File: src/rtl/pgrd_pkg.sv
package pgrd_pkg;
  localparam int BYTE_W    = 8;
  localparam int PAGE_W    = 13;
  localparam int OFF_W     = 10;
  localparam int HDR_BYTES = 8;
  localparam logic [BYTE_W-1:0] OPC_PAGE_READ = 8'hD2;
  localparam logic [OFF_W-1:0]  STD_LAST      = 10'd527;
  localparam logic [OFF_W-1:0]  BIN_LAST      = 10'd511;

  typedef enum logic [1:0] {
    ST_IDLE,
    ST_HDR,
    ST_DATA
  } pgrd_state_e;

  function automatic logic [23:0] pack_addr(input logic [PAGE_W-1:0] page,
                                            input logic [OFF_W-1:0]  off,
                                            input logic              bin);
    if (bin) pack_addr = {2'b00, page, off[8:0]};
    else     pack_addr = {1'b0, page, off};
  endfunction
endpackage

File: src/rtl/pgrd_sck_shift.sv
module pgrd_sck_shift
  import pgrd_pkg::*;
#(
  parameter int DIV_W = 8
) (
  input  logic              clk,
  input  logic              rst_n,
  input  logic [DIV_W-1:0]  div,
  input  logic              go,
  input  logic [BYTE_W-1:0] tx_byte,
  input  logic              miso,
  output logic              sck,
  output logic              mosi,
  output logic              busy,
  output logic [BYTE_W-1:0] rx_byte,
  output logic              rx_done
);
  localparam int BIT_W = $clog2(BYTE_W);

  logic [DIV_W-1:0]  hcnt;
  logic [BIT_W-1:0]  bitn;
  logic [BYTE_W-1:0] sh_tx;
  logic [BYTE_W-1:0] sh_rx;

  always_ff @(posedge clk) begin
    if (!rst_n) begin
      busy    <= 1'b0;
      sck     <= 1'b0;
      hcnt    <= '0;
      bitn    <= '0;
      sh_tx   <= '0;
      sh_rx   <= '0;
      rx_done <= 1'b0;
    end else begin
      rx_done <= 1'b0;
      if (!busy) begin
        if (go) begin
          busy  <= 1'b1;
          hcnt  <= '0;
          bitn  <= '0;
          sh_tx <= tx_byte;
        end
      end else if (hcnt == div) begin
        hcnt <= '0;
        if (!sck) begin
          sck   <= 1'b1;
          sh_rx <= {sh_rx[BYTE_W-2:0], miso};
        end else begin
          sck <= 1'b0;
          if (bitn == BIT_W'(BYTE_W - 1)) begin
            busy    <= 1'b0;
            rx_done <= 1'b1;
          end else begin
            bitn  <= bitn + 1'b1;
            sh_tx <= {sh_tx[BYTE_W-2:0], 1'b0};
          end
        end
      end else begin
        hcnt <= hcnt + 1'b1;
      end
    end
  end

  assign mosi    = sh_tx[BYTE_W-1];
  assign rx_byte = sh_rx;

  AST_MOSI_HELD_HIGH: assert property (@(posedge clk) disable iff (!rst_n)
    (sck && $past(sck)) |-> $stable(mosi));
  AST_SCK_ONLY_BUSY: assert property (@(posedge clk) disable iff (!rst_n)
    $rose(sck) |-> busy);
endmodule

File: src/rtl/pgrd_frame.sv
module pgrd_frame
  import pgrd_pkg::*;
(
  input  logic [3:0]        idx,
  input  logic [PAGE_W-1:0] page,
  input  logic [OFF_W-1:0]  off,
  input  logic              bin,
  input  logic [OFF_W-1:0]  cur_off,
  output logic [BYTE_W-1:0] tx_byte,
  output logic [OFF_W-1:0]  nxt_off
);
  logic [23:0]       addr;
  logic [BYTE_W-1:0] hdr_b [HDR_BYTES];
  logic [OFF_W-1:0]  last;

  assign addr = pack_addr(page, off, bin);

  for (genvar k = 0; k < HDR_BYTES; k++) begin : g_hdr
    if (k == 0) begin : g_opc
      assign hdr_b[k] = OPC_PAGE_READ;
    end else if (k <= 3) begin : g_adr
      assign hdr_b[k] = addr[8*(3-k) +: 8];
    end else begin : g_pad
      assign hdr_b[k] = '0;
    end
  end

  assign tx_byte = (idx < 4'(HDR_BYTES)) ? hdr_b[idx[2:0]] : '0;
  assign last    = bin ? BIN_LAST : STD_LAST;
  assign nxt_off = (cur_off == last) ? '0 : cur_off + 1'b1;
endmodule

File: src/rtl/pgrd_ctrl.sv
module pgrd_ctrl
  import pgrd_pkg::*;
#(
  parameter int DIV_W = 8,
  parameter int CNT_W = 16
) (
  input  logic              clk,
  input  logic              rst_n,
  input  logic              req_valid,
  output logic              req_ready,
  input  logic [12:0]       req_page,
  input  logic [9:0]        req_offset,
  input  logic [CNT_W-1:0]  req_count,
  input  logic              req_binary,
  input  logic [DIV_W-1:0]  clk_div,
  output logic              spi_cs_n,
  output logic              spi_sck,
  output logic              spi_mosi,
  input  logic              spi_miso,
  output logic              rd_valid,
  input  logic              rd_ready,
  output logic [7:0]        rd_data,
  output logic [9:0]        rd_offset,
  output logic              done
);
  pgrd_state_e       state;
  logic              cs_n_q, done_q;
  logic [3:0]        idx;
  logic [CNT_W-1:0]  left;
  logic [PAGE_W-1:0] page_q;
  logic [OFF_W-1:0]  off_q, cur_off, nxt_off, off_in;
  logic              bin_q;
  logic              rdv_q;
  logic [BYTE_W-1:0] rdd_q;
  logic [OFF_W-1:0]  rdo_q;
  logic              go, eng_busy, rx_done;
  logic [BYTE_W-1:0] tx_byte, rx_byte;
  logic              last_take;

  assign off_in = req_binary ? {1'b0, req_offset[8:0]} : req_offset;

  always_comb begin
    go = 1'b0;
    if (!eng_busy && !rx_done) begin
      if (state == ST_HDR)
        go = (idx < 4'(HDR_BYTES));
      else if (state == ST_DATA)
        go = (left != '0) && (!rdv_q || rd_ready);
    end
  end

  assign last_take = (state == ST_DATA) && (left == '0) && !eng_busy &&
                     !rx_done && rdv_q && rd_ready;

  always_ff @(posedge clk) begin
    if (!rst_n) begin
      state   <= ST_IDLE;
      cs_n_q  <= 1'b1;
      done_q  <= 1'b0;
      idx     <= '0;
      left    <= '0;
      page_q  <= '0;
      off_q   <= '0;
      cur_off <= '0;
      bin_q   <= 1'b0;
      rdv_q   <= 1'b0;
      rdd_q   <= '0;
      rdo_q   <= '0;
    end else begin
      done_q <= 1'b0;
      if (rdv_q && rd_ready) rdv_q <= 1'b0;
      unique case (state)
        ST_IDLE: begin
          if (req_valid) begin
            if (req_count == '0) begin
              done_q <= 1'b1;
            end else begin
              page_q  <= req_page;
              off_q   <= off_in;
              cur_off <= off_in;
              bin_q   <= req_binary;
              left    <= req_count;
              idx     <= '0;
              cs_n_q  <= 1'b0;
              state   <= ST_HDR;
            end
          end
        end
        ST_HDR: begin
          if (go) idx <= idx + 1'b1;
          if (rx_done && idx == 4'(HDR_BYTES)) state <= ST_DATA;
        end
        ST_DATA: begin
          if (go) left <= left - 1'b1;
          if (rx_done) begin
            rdv_q   <= 1'b1;
            rdd_q   <= rx_byte;
            rdo_q   <= cur_off;
            cur_off <= nxt_off;
          end
          if (last_take) begin
            cs_n_q <= 1'b1;
            done_q <= 1'b1;
            state  <= ST_IDLE;
          end
        end
        default: state <= ST_IDLE;
      endcase
    end
  end

  pgrd_frame u_frame (
    .idx     (idx),
    .page    (page_q),
    .off     (off_q),
    .bin     (bin_q),
    .cur_off (cur_off),
    .tx_byte (tx_byte),
    .nxt_off (nxt_off)
  );

  pgrd_sck_shift #(.DIV_W(DIV_W)) u_shift (
    .clk     (clk),
    .rst_n   (rst_n),
    .div     (clk_div),
    .go      (go),
    .tx_byte (tx_byte),
    .miso    (spi_miso),
    .sck     (spi_sck),
    .mosi    (spi_mosi),
    .busy    (eng_busy),
    .rx_byte (rx_byte),
    .rx_done (rx_done)
  );

  assign req_ready = (state == ST_IDLE);
  assign spi_cs_n  = cs_n_q;
  assign rd_valid  = rdv_q;
  assign rd_data   = rdd_q;
  assign rd_offset = rdo_q;
  assign done      = done_q;

  AST_CS_UNTIL_LAST: assert property (@(posedge clk) disable iff (!rst_n)
    $rose(spi_cs_n) |-> ($past(rd_valid && rd_ready) && done));
  AST_SCK_IDLE_LOW: assert property (@(posedge clk) disable iff (!rst_n)
    spi_cs_n |-> !spi_sck);
  AST_RD_HOLD: assert property (@(posedge clk) disable iff (!rst_n)
    (rd_valid && !rd_ready) |=> (rd_valid && $stable(rd_data) && $stable(rd_offset)));
  AST_NO_OVERWRITE: assert property (@(posedge clk) disable iff (!rst_n)
    (state == ST_DATA && rx_done) |-> !rd_valid);
  AST_ZERO_NO_CS: assert property (@(posedge clk) disable iff (!rst_n)
    (req_valid && req_ready && req_count == '0) |=> (done && spi_cs_n));
  AST_BUSY_NOT_READY: assert property (@(posedge clk) disable iff (!rst_n)
    !spi_cs_n |-> !req_ready);
endmodule

File: config.mk
export PLATFORM = sky130hd
export DESIGN_NAME = pgrd_ctrl
export DESIGN_NICKNAME = d
export VERILOG_FILES = /design/src/rtl/pgrd_pkg.sv /design/src/rtl/pgrd_sck_shift.sv /design/src/rtl/pgrd_frame.sv /design/src/rtl/pgrd_ctrl.sv
export SDC_FILE = /design/constraint.sdc
export NUM_CORES = 1
export LEC_CHECK = 0
export ABC_AREA = 1
export BUFFER_PORTS_ARGS = -buffer_cell sky130_fd_sc_hd__buf_2
export CAP_MARGIN = 40
export CORE_MARGIN = 2
export CORE_UTILIZATION = 52
export DETAILED_ROUTE_END_ITERATION = 8
export GPL_TIMING_DRIVEN = 0
export HOLD_SLACK_MARGIN = 0.03
export PLACE_DENSITY = 0.76
export SYNTH_ARGS = -nofsm -noshare
export SYNTH_HDL_FRONTEND = slang
export SYNTH_SLANG_ARGS = --single-unit
File: constraint.sdc
create_clock -name clk -period 1.6 [get_ports clk]
set_input_delay 0.24 -clock clk [delete_from_list [all_inputs] [get_ports clk]]
set_output_delay 0.24 -clock clk [all_outputs]
set_load 0.02 [all_outputs]
=== After elaboration in Yosys (flattened, before gate mapping) ===
Cells that the tools add are included.

* Register bits after elaboration: 107
* Latch bits: 0
* RAM bits: 0
* ROM bits: 0
* Input bits: 53
* Logic and storage cells: 135
* Memories kept: 0

* Add/subtract/negate cells: 5
* Multipliers: 0
* Div/mod/pow operators: 0
* Magnitude comparators: 2
* Eq/ne operators: 16
* Shift operators: 0
* Mux-type cells: 59
* Bitwise operators: 3
* Reduce and logical (&&, ||, !) cells: 31

{| class="wikitable"
|+ Operators with widths
! kind !! number
|-
| 8-bit two-way mux || 11
|-
| 10-bit two-way mux || 6
|-
| 16-bit two-way mux || 3
|-
| 16-bit zero test || 2
|-
| 16-bit one-hot mux with 2 select lines || 1
|-
| 4-bit AND reduction || 7
|-
| 8-bit binary-select mux with 3-bit select || 1
|-
| 23-bit two-way mux || 1
|-
| 10-bit one-hot mux with 2 select lines || 1
|-
| 1-bit two-way mux || 19
|-
| 16-bit nonzero test || 1
|-
| 16-bit by 1-bit subtractor with 16-bit output, second input constant || 1
|-
| 3-bit two-way mux || 5
|-
| 2-bit inequality test, second input constant || 7
|-
| 4-bit two-way mux || 3
|-
| 10-bit by 1-bit adder with 10-bit output, second input constant || 1
|-
| 10-bit == test || 1
|-
| 1-bit logical AND || 9
|-
| 8-bit by 1-bit adder with 8-bit output, second input constant || 1
|-
| 8-bit == test || 1
|-
| 2-bit two-way mux || 4
|-
| 4-bit one-hot mux with 2 select lines || 1
|-
| 2-bit by 1-bit inequality test with 1-bit output, second input constant || 3
|-
| 2-bit one-hot mux with 3 select lines || 1
|-
| 17 further kinds || 25
|}

=== Logic depth before layout (Yosys ltp) ===
Gate-level depths: netlist of the first run.

* Depth in word-level cells: 8
* Mapped depth: 13
* Depth with buffers taken out: 12

=== Hierarchy ===
Synthesis of the first run repeated with hierarchy kept, for this count alone.

* Cell total of the unflattened synthesis: 950
* Area total of the unflattened synthesis: 6,040.8 um^2

{| class="wikitable"
|+ Modules (own cells, without submodules)
! module !! instances !! cells an instance !! area each (um^2)
|-
| pgrd_ctrl || 1 || 548 || 3,692.3
|-
| pgrd_sck_shift || 1 || 256 || 1,659.1
|-
| pgrd_frame || 1 || 146 || 689.4
|}

=== Worst setup path before layout of the first run ===
Ideal clock, no wire load.

* Path type: register -> register
* From: reg left[0]
* To: reg left[10]
* Arrival time: 1,455 ps
* Required time: 1,485 ps
* Slack: 30 ps
* Stages on the path, launching flop included: 13
* Buffers on the path: 2
* Period minus slack after synthesis: 1,570 ps
* Cell sequence: dfxtp_1 -> inv_1 -> ha_1 -> nand2_2 -> nor2_2 -> nand2_2 -> nand2_2 -> nand2_4 -> nand3_2 -> buf_6 -> buf_6 -> a21oi_1 -> nor2_1

* Word-level cells in the longest chain between the ends: 7

{| class="wikitable"
|+ RTL lines
! element !! RTL line !! source
|-
| from (decl) || pgrd_ctrl.sv:29 || <nowiki>logic [CNT_W-1:0] left;</nowiki>
|-
| from (signal assigned) || pgrd_ctrl.sv:82 || <nowiki>left <= req_count;</nowiki>
|-
| from (signal assigned) || pgrd_ctrl.sv:94 || <nowiki>if (go) left <= left - 1'b1;</nowiki>
|-
| parallel branches: the longest is 7 deep, another holds 16-bit by 1-bit subtractor with 16-bit output || - ||
|}

Several ways; the timed one is not identified. The select of a mux whose other input is x is not followed.
A chain may end at the register's enable or synchronous reset.

=== Worst setup path in the final report of the first run ===
* From: reg left[0]
* To: reg u_shift.sh_tx[0]

* Word-level cells in the longest chain between the ends: 7

{| class="wikitable"
|+ RTL lines
! element !! RTL line !! source
|-
| 16-bit nonzero test || pgrd_ctrl.sv:48 || <nowiki>go = (left != '0) && (!rdv_q || rd_ready);</nowiki>
|-
| 1-bit logical AND || pgrd_ctrl.sv:48 ||
|-
| 1-bit two-way mux || pgrd_ctrl.sv:47 || <nowiki>else if (state == ST_DATA)</nowiki>
|-
| 1-bit two-way mux || pgrd_ctrl.sv:45 || <nowiki>if (state == ST_HDR)</nowiki>
|-
| 1-bit two-way mux || pgrd_ctrl.sv:44 || <nowiki>if (!eng_busy && !rx_done) begin</nowiki>
|-
| 2-bit nonzero test (no line) || - ||
|-
| 4-bit AND reduction (no line) || - ||
|-
| to (signal assigned) || pgrd_sck_shift.sv:41 || <nowiki>sh_tx <= tx_byte;</nowiki>
|-
| to (signal assigned) || pgrd_sck_shift.sv:55 || <nowiki>sh_tx <= {sh_tx[BYTE_W-2:0], 1'b0};</nowiki>
|-
| to (decl) || pgrd_sck_shift.sv:22 || <nowiki>logic [BYTE_W-1:0] sh_tx;</nowiki>
|}

No other way between the ends.

==> impl_results.md, run 1 <==
- Status: complete, no violations
- Setup violators final: 0
- Slew at the pin closest to its max-slew limit: 0.618 ns
- Hold worst-path end: page_q[10]
- Seq/Total Area, Yosys: 36.9%
- F_max: 0.635 GHz
- Synth warn: 0
- Hpwl dp: 11100 um
- Syn nets: 923
- Critical Path AT: 1.88 ns
- Vias per cell: 5.29
- FF-to-FF End: u_shift.sh_tx[0]
- DR vias: 5840
- CP Capture Type: flip-flop
- Post-Route Utilization: 64.6%
- DIE AREA: 12000 um^2
- GRT Total Usage: 26.2%
- Min-delay src: req_page[10]
- Final hold vios: 0
- WS Path Type: flip-flop to flip-flop
- Die X: 110 um
- PwrDens: 883 nW/um^2
- Hold_buf cts: 0
- Slew Limit Fails: 0
- Drt wl/cell: 14.2 um
- Synthesized area: 5810 um^2
- Initial DRC count: 328
- Pin count of the biggest net entering global routing: 20
- Req. time, crit path: 1.91 ns
- Number of port buffers: 75
- Sink Count: 107
- Max cap viols: 0
- H-Tree Level Count: 3
- NumNets Final: 1020
- Post-layout min period: 1.57 ns
- Worst R2R Path Depth: 12
- WL final: 15700 um
- Crit start category: flip-flop
- Die H: 110 um
- Ranking of synthesized cells by area: dfxtp_1, nand2_1, nor2_1, o21ai_0, nand3_1
- Syn-to-layout area delta: 21.0%
- Placed instance count: 1078
- Most common cell after layout, fill and taps aside: nand2_1
- Reg clk slew, reported paths: 0.11 ns
- Worst slew margin: 58.8%
- Row Count: 38
- Antenna cells: 0
- ANT nets after route: 0
- CTS tree: yes
- Drt drc: 0
- Crit path max fanout: 6
- Clk_skew: 0.0132 ns
- WHS Path Cells: 3
- R2r setup slk: 0.03 ns
- Root Buffer: clkbuf_8
- IO Pins: 77
- GRT Residual Overflow: 0
- Core area: 10900 um^2
- Seq cells post-synth: 107
- Period utilization: 98.4%
- Worst VDD drop: 583 uV
- Deepest clock path buffer count: 2
- RR Startpoint: left[0]
- Drt pass-1 iters: 6
- P_leak: 0.00328 uW
- Dpl cell area: 6360 um^2
- Synth unique cells: 41
- Ratio of cells with drive above 1 in the final layout: 23.0%
- Synth area leader: dfxtp_1
- Syn Inst Count: 863
- RePlAce Congestion: 0.917
- Most frequent cells in the layout: nand2_1, nor2_1, dfxtp_1, buf_2
- First-pass GRT wire length: 24600 um
- Number of global-route vias before repair: 5221
- RSZ-0062 raised after global routing: yes
- Initial core utilization: 53.4%
- HP Class: input pin to flip-flop
- Synth top area share: 36.9%
- Post-route cell area: 7030 um^2
- Clk Latency, worst-skew pair: 0.40 ns
- Antenna violations before repair: 0
- Syn avg cell area: 6.73 um^2
- Post-Layout Cell Count: 1105
- CTS Buf Count: 9
==> layer usage <==
layer / GRT usage, % / part of all wire (%)
met3: 4.45 / 6.7
met2: 42.2 / 46
met1: 35.1 / 46
met4: 10.1 / 1.8
met5: 0 / 0
==> synth_stat cells (all sizes together) <==
cell type	instances
nand4	18
o211ai	6
clkbuf	23
or2	4
nand2	184
xor2	7
a22oi	4
dfxtp	107
nor3	2
o22ai	1
nor2	170
clkinv	1
a31oi	1
xnor2	7
o21bai	3
buf	19
nand3	75
ha	7
a21oi	60
o21a	1
mux2i	3
o211a	1
a21boi	3
nand3b	1
o21ai	77
inv	78
==> worst max-delay path, cell delays in order (launching register included) <==
cell       delay, ns
dfxtp_2         0.35
inv_2           0.08
ha_4            0.15
nand2_4         0.08
nor2_4          0.12
nand2_2         0.06
nand2_2         0.07
nand2_4         0.08
nand2_8         0.09
nand2_8         0.08
clkbuf_16       0.17
a21oi_2         0.12
nor2_1          0.05
==> worst max-delay path by stage <==
stage	startpoint	end	slack (ns)	cells after the start
5_1_grt	left[5]	u_shift.bitn[0]	-0.04	11
6_report	left[0]	u_shift.sh_tx[0]	0.03	12
3_3_place_gp	req_count[15]	idx[1]	-0.24	10
4_1_cts	u_shift.hcnt[4]	u_shift.sh_tx[6]	0.002	8
2_1_floorplan	left[0]	left[10]	0.03	12
3_5_place_dp	req_count[15]	page_q[9]	-0.25	10
==> state kept, by name (all words and copies together), names as in the netlist, 2 cells and up <==
register,cells
rd_offset,10
off_q,10
u_shift.bitn,3
rd_data,8
u_shift.hcnt,8
state,2
left,16
u_shift.rx_byte,8
u_shift.sh_tx,8
page_q,13
cur_off,10
idx,4
==> logic make-up (layout without fill, tap and decap cells) <==
family                     count (synthesis)  count (layout)  synth area share (%)
muxes                                      3               3                 0.517
xor gates and xnor gates                  14              14                  2.11
and+or+nand+nor                          454             454                  34.4
buffers and inverters                    121             223                  9.45
DFF                                      107             107                  36.9
AOI/OAI and AO/OA                        157             157                  15.1
adders and majority gates                  7               7                  1.51
==> layout make-up <==
| class | instances | area (um^2) |
|---|---|---|
| Tap cell | 140 | 175 |
| Clock buffer | 10 | 128 |
| Timing Repair Buffer | 91 | 556 |
| Inverter | 79 | 300 |
| Sequential cell | 107 | 2170 |
| Multi-Input combinational cell | 635 | 3340 |
| Clock inverter | 6 | 76.3 |
| Buffer | 37 | 288 |
| Fill cell | 1012 | 3860 |
==> what timing repair did <==
| action | 4_1_cts | 5_1_grt |
|---|---|---|
| resized for setup | 23 | 80 |
| buffers inserted | 4 | 9 |
| pin swaps | 5 | 15 |
| setup endpoints to repair | 46 | 74 |
| gates cloned | 0 | 3 |
==> through the flow <==
stage               power, uW  setup slack (ns)  hold slack [ns]  setup TNS [ns]
finish                   6210            0.0255           0.0888               0
global route             6520           -0.0389           0.0895          -0.377
CTS                      6020           0.00151           0.0766               0
detailed placement       4210            -0.253            0.457           -8.96
global placement         4190            -0.237            0.453           -8.26
floorplan                3880            0.0303            0.383               0
==> where the power goes <==
part	switching [uW]	internal, uW
combinational	831	608
clock	1030	759
sequential	154	2830
total	2010	4200
No activity file was read; power rests on OpenSTA's default activity.
==> run 2: changes to the inputs <==
CELL_PAD_IN_SITES_DETAIL_PLACEMENT = 1   (was not set)
CELL_PAD_IN_SITES_GLOBAL_PLACEMENT = 1   (was not set)
CORE_UTILIZATION = 37   (was 52)
PLACE_DENSITY = not set   (was 0.76)
PLACE_DENSITY_LB_ADDON = 0.1   (was not set)
==> run 2 against run 1 <==
Sequential power about the same; via count increased by 4.7%; power increased by 13%; the run now ends with negative setup slack left; register-to-register slack got worse by 0.11 ns; combinational power increased by 8%.
==> impl_results.md, run 2 (synthesis gave the netlist of run 1 again) <==
- Initial DRC count: 253
- Slew Limit Fails: 0
- Largest registers: left x16, page_q x13
- Met2 WL: 9980 um
- Crit path max fanout: 8
- Row Count: 45
- Top layer in use: met4
- Die H: 129 um
- Post-layout min period: 1.68 ns
- CP Capture Type: flip-flop
- Combinational power share: 22.3%
- Drt drc: 0
- Reg clk slew, reported paths: 0.08 ns
- NetSw: 2240 uW
- First-pass GRT wire length: 30800 um
- Hpwl dp: 14200 um
- WS Path Type: flip-flop to flip-flop
- Fillcell total: 1978
- Violated checks: negative setup slack
- NumNets Final: 1029
- Setup violators final: 13
- Max reg flops: 16
- Sink Count: 107
- PwrDens: 934 nW/um^2
- Worst slew margin: 54.4%
- Deepest clock path buffer count: 2
- Drt pass-1 iters: 5
- Ratio of cells with drive above 1 in the final layout: 27.3%
- Clk pwr share: 34.9%
- RR Startpoint: left[11]
- Critical Path AT: 1.94 ns
- Final hold vios: 0
- GRT Total Usage: 23.5%
- Hold worst-path end: page_q[10]
- Status: finished with violations
- CTS Buf Count: 9
- Worst R2R Path Depth: 12
- Root Buffer: clkbuf_16
- IO Pins: 77
- DR WL met3: 730 um
- Critical path's slowest cell: dfxtp_1
- CP Cell Sequence: nor2_1 > nand2_2 > nor2_4 > nand2_2 > nand2_2 > nand2_4 > nand3_4 > buf_6 > buf_12 > nand3b_1 > nand2_1 > nor2_1
- Slack of the critical path: -0.0813 ns
- CTS tree: yes
- Most frequent cells in the layout: nand2_1, nor2_1, dfxtp_1, buf_2
- Worst VDD drop: 665 uV
- Number of port buffers: 75
- Period utilization: 105%
- WL final: 20000 um
- DIE AREA: 16700 um^2
- Most common cell after layout, fill and taps aside: nand2_1
- Slew at the pin closest to its max-slew limit: 0.684 ns
- Sw Share: 32.1%
- DR vias: 6116
- WHS Path Cells: 3
- Min-delay src: req_page[10]
- RSZ-0062 raised after global routing: yes
- Slowest stage delay, CP: 0.38 ns
- Vias per cell: 5.16
- Antenna violations before repair: 1
- Core area: 15300 um^2
- H-Tree Level Count: 3
- Fin Setup TNS: -0.557 ns
- Biggest register: left
- Antenna cells: 0
- Crit start category: flip-flop
- Placed instance count: 1149
- Pin count of the biggest net entering global routing: 22
- Number of global-route vias before repair: 6224
- Clk Latency, worst-skew pair: 0.37 ns
- FF-to-FF End: left[5]
- GRT Residual Overflow: 0
- P_leak: 0.00343 uW
- Initial core utilization: 38.1%
- Clk_skew: 0.0124 ns
- Int Pwr: 4750 uW
- Max cap viols: 0
- Post-Layout Cell Count: 1185
- Drt wl/cell: 16.8 um
- Metal1 wirelength: 8770 um
- HP Class: input pin to flip-flop
- Syn-to-layout area delta: 28.9%
- R2r setup slk: -0.08 ns
- RePlAce Congestion: 0.857
- Cell mode on critical path: nand2_2
- Req. time, crit path: 1.85 ns
- Die X: 129 um
- Sequential power share: 42.8%
- ANT nets after route: 0
- F_max: 0.595 GHz
[run 2: changes by cell type in the layout (fill, tap and decap cells not counted), sizes merged]
cell | previous run | this run
clkinvlp | 1 | 2
clkinv | 0 | 1
buf | 105 | 112
[run 2: per-layer routing]
| metal | up-vias | global-route usage, % |
|---|---|---|
| met5 | - | 0 |
| li1 | 3001 | - |
| met2 | 110 | 40.2 |
| met4 | 0 | 7.54 |
| met3 | 30 | 4.42 |
| met1 | 2975 | 30.0 |
[run 2: through the flow]
stage	util (%)	power, uW	hold slack (ns)	instance area (um^2)	worst slack, ns
CTS	45.8	6820	0.120	6980	-0.0533
global placement	42.3	4220	0.454	6450	-0.358
detailed placement	42.3	4270	0.453	6450	-0.425
floorplan	-	3880	0.383	5810	0.0303
global route	49.1	7360	0.127	7490	-0.198
finish	49.1	6990	0.128	7490	-0.0813
[run 2: layout make-up]
class | count | area [um^2] | share of cell area (%)
multi-input cells | 635 | 3440 | 45.9
flip-flops and latches | 107 | 2180 | 29.1
repair buffers | 98 | 668 | 8.93
plain buffers | 38 | 309 | 4.13
inverters | 79 | 303 | 4.04
well taps | 211 | 264 | 3.53
clock buffers | 9 | 225 | 3.01
clock inverters | 7 | 97.6 | 1.30
repair inverters | 1 | 5.00 | 0.0669
[run 2: how the worst max path moves through the flow]
stage,endpoint,start,slack (ns),cells after the start
2_1_floorplan,left[10],left[0],0.03,12
3_3_place_gp,cur_off[3],state[1],-0.36,8
3_5_place_dp,cur_off[1],state[1],-0.42,7
4_1_cts,bin_q,state[1],-0.05,6
5_1_grt,left[5],left[11],-0.20,12
6_report,left[5],left[11],-0.08,12
[run 2: critical path: cells and delay by family, from the launching register on]
family / cells / cell delay (ns)
buffers and inverters: 2 / 0.28
and+or+nand+nor: 10 / 0.90
DFF: 1 / 0.38
[run 2: repair_timing]
action / 4_1_cts / 5_1_grt
setup buffers: 9 / 9
pin swaps: 7 / 26
cloned: 0 / 6
gates resized for setup: 46 / 103
setup endpoints to repair: 84 / 84
endpoints found under the hold margin: 0 / 0
hold buffers: 0 / 0
[run 2: power groups by stage]
stage | Clock (uW) | Combinational (uW) | Sequential (uW)
6_report | 2440 | 1560 | 2990
4_1_cts | 2510 | 1340 | 2970
3_5_place_dp | 0 | 1250 | 3030
2_1_floorplan | 0 | 890 | 2990
3_3_place_gp | 0 | 1200 | 3020
5_1_grt | 2620 | 1730 | 3020
==> run 3: changes to the inputs <==
CORE_UTILIZATION = 38   (was 37)
CTS_BUF_LIST = sky130_fd_sc_hd__clkbuf_4 sky130_fd_sc_hd__clkbuf_8   (was not set)
==> run 3 against run 2 <==
The flow still finishes with violations (negative setup slack); power decreased by 6.9%; sequential power is essentially flat; critical endpoint is now left[13]; first-iteration DRC count is 1.6% lower; wire length rose by 2.6%; sequential cell count unchanged; non-clock buffer count grew 13; clock power is 21% lower; combinational power is 3% higher.
==> impl_results.md, run 3 (synthesis gave the netlist of run 1 again) <==
- Drt pass-1 iters: 4
- Min-delay src: spi_miso
- Area of the multi-input gates: 3470 um^2
- Placed instance count: 1126
- Req. time, crit path: 1.91 ns
- FF-to-FF End: left[13]
- GRT Residual Overflow: 0
- Crit start category: flip-flop
- Hold_buf cts: 0
- Ratio of cells with drive above 1 in the final layout: 28.1%
- Final hold vios: 0
- P_leak: 0.00344 uW
- Number of global-route vias before repair: 6355
- Core area: 15100 um^2
- Slack of the critical path: -0.101 ns
- CTS Buf Count: 9
- Worst R2R Path Depth: 13
- HP Class: input pin to flip-flop
- Initial DRC count: 249
- Initial core utilization: 38.5%
- Reg clk slew, reported paths: 0.13 ns
- Fin Setup TNS: -1.40 ns
- NumNets Final: 1041
- Largest registers: left x16, page_q x13
- Setup crit start: left[0]
- Setup violators final: 28
- IO Pins: 77
- RR Startpoint: left[0]
- Clk Latency, worst-skew pair: 0.42 ns
- Hold worst-path end: u_shift.rx_byte[0]
- PwrDens: 871 nW/um^2
- RePlAce Congestion: 0.867
- Worst slew margin: 51.6%
- Fillcell total: 1955
- WL final: 20500 um
- DIE AREA: 16300 um^2
- Root Buffer: clkbuf_8
- Post-Layout Cell Count: 1174
- Worst hold slack: 0.0816 ns
- Drt drc: 0
- Sink Count: 107
- Most common cell after layout, fill and taps aside: nand2_1
- DR vias: 6174
- H-Tree Level Count: 3
- Crit path max fanout: 6
- Slew at the pin closest to its max-slew limit: 0.726 ns
- Most frequent cells in the layout: nand2_1, nor2_1, dfxtp_1, buf_2
- Max cap viols: 0
- WHS Path Cells: 3
- Drt wl/cell: 17.4 um
- Status: finished with violations
- CTS tree: yes
- Number of port buffers: 75
- Slew Limit Fails: 0
- R2r setup slk: -0.10 ns
- Row Count: 45
- Antenna violations before repair: 1
- Violated checks: negative setup slack
- Antenna cells: 0
- Pin count of the biggest net entering global routing: 22
- Worst VDD drop: 377 uV
- RSZ-0062 raised after global routing: yes
- GRT Total Usage: 24.6%
- F_max: 0.588 GHz
- ANT nets after route: 0
- Post-layout min period: 1.70 ns
- Syn-to-layout area delta: 28.8%
- Clk_skew: 0.0145 ns
- Deepest clock path buffer count: 2
- WS Path Type: flip-flop to flip-flop
- Period utilization: 106%
- First-pass GRT wire length: 31600 um
- Biggest register: left
- Critical Path AT: 2.02 ns
- Max reg flops: 16
- CP Capture Type: flip-flop
- Die H: 128 um
- Hpwl dp: 14400 um
- Vias per cell: 5.26
- Storage cell area: 2190 um^2
- Die X: 128 um
## run 3: changes by cell type in the layout (fill, tap and decap cells not counted), moves of 4 or more
cell,delta
buf_4,+7
nand3_1,-4
nand2_1,+9
nor2_2,+4
nand3_2,+5
nand2_2,-8
dfxtp_4,+4
nor2_1,-5
clkbuf_8,+9
clkbuf_16,-11
a21oi_4,+4
dfxtp_2,-4
## run 3: per-layer routing
metal	global-route usage [%]	part of all wire [%]	wire length, um
met2	42.2	50	10200
met3	4.65	3.8	777
met4	9.18	2.5	510
met1	30.7	44	9020
met5	0	0.054	11
## run 3: power by group
part	total, uW	internal [uW]	switching (uW)	leakage (uW)
Combinational	1600	656	947	0.00243
Clock	1920	782	1140	0.000113
Sequential	2990	2830	163	0.000887
## run 3: cell type report
type                       instances  share of cell area, %
multi-input combinational        635                   46.4
sequential                       107                   29.2
timing repair buffer             109                   10.1
buffer                            40                   4.17
inverter                          79                   4.08
tap                              188                   3.14
clock buffer                       9                   1.66
clock inverter                     7                   1.30
## run 3: worst max path at each step
| stage | end | slack (ns) | cells past startpoint |
|---|---|---|---|
| floorplan | left[10] | 0.03 | 12 |
| global placement | cur_off[3] | -0.37 | 8 |
| detailed placement | cur_off[3] | -0.43 | 9 |
| CTS | left[13] | -0.08 | 13 |
| global route | left[13] | -0.17 | 13 |
| finish | left[13] | -0.10 | 13 |
## run 3: stage by stage
step | utilization, % | total power (uW) | instance area [um^2] | setup WS (ns)
2_1_floorplan | - | 3880 | 5810 | 0.0303
5_1_grt | 49.6 | 6820 | 7480 | -0.173
3_3_place_gp | 42.5 | 4220 | 6420 | -0.366
3_5_place_dp | 42.5 | 4290 | 6420 | -0.434
6_report | 49.6 | 6510 | 7480 | -0.101
4_1_cts | 46.6 | 6320 | 7030 | -0.0843
## run 3: critical path: stages (launching register included)
cell     delay [ns]
dfxtp_4        0.39
inv_4          0.04
ha_4           0.16
nand2_4        0.08
nor2_4         0.04
nand2_2        0.05
nand2_2        0.06
nand2_4        0.09
nand3_4        0.09
buf_8          0.16
buf_12         0.12
buf_8          0.13
a21oi_2        0.12
nor2_1         0.06
## run 3: repair_timing
action / 4_1_cts / 5_1_grt
gates cloned: 2 / 3
setup buffers: 17 / 12
pin swaps: 12 / 22
resized for setup: 81 / 74
endpoints found under the setup margin: 88 / 72
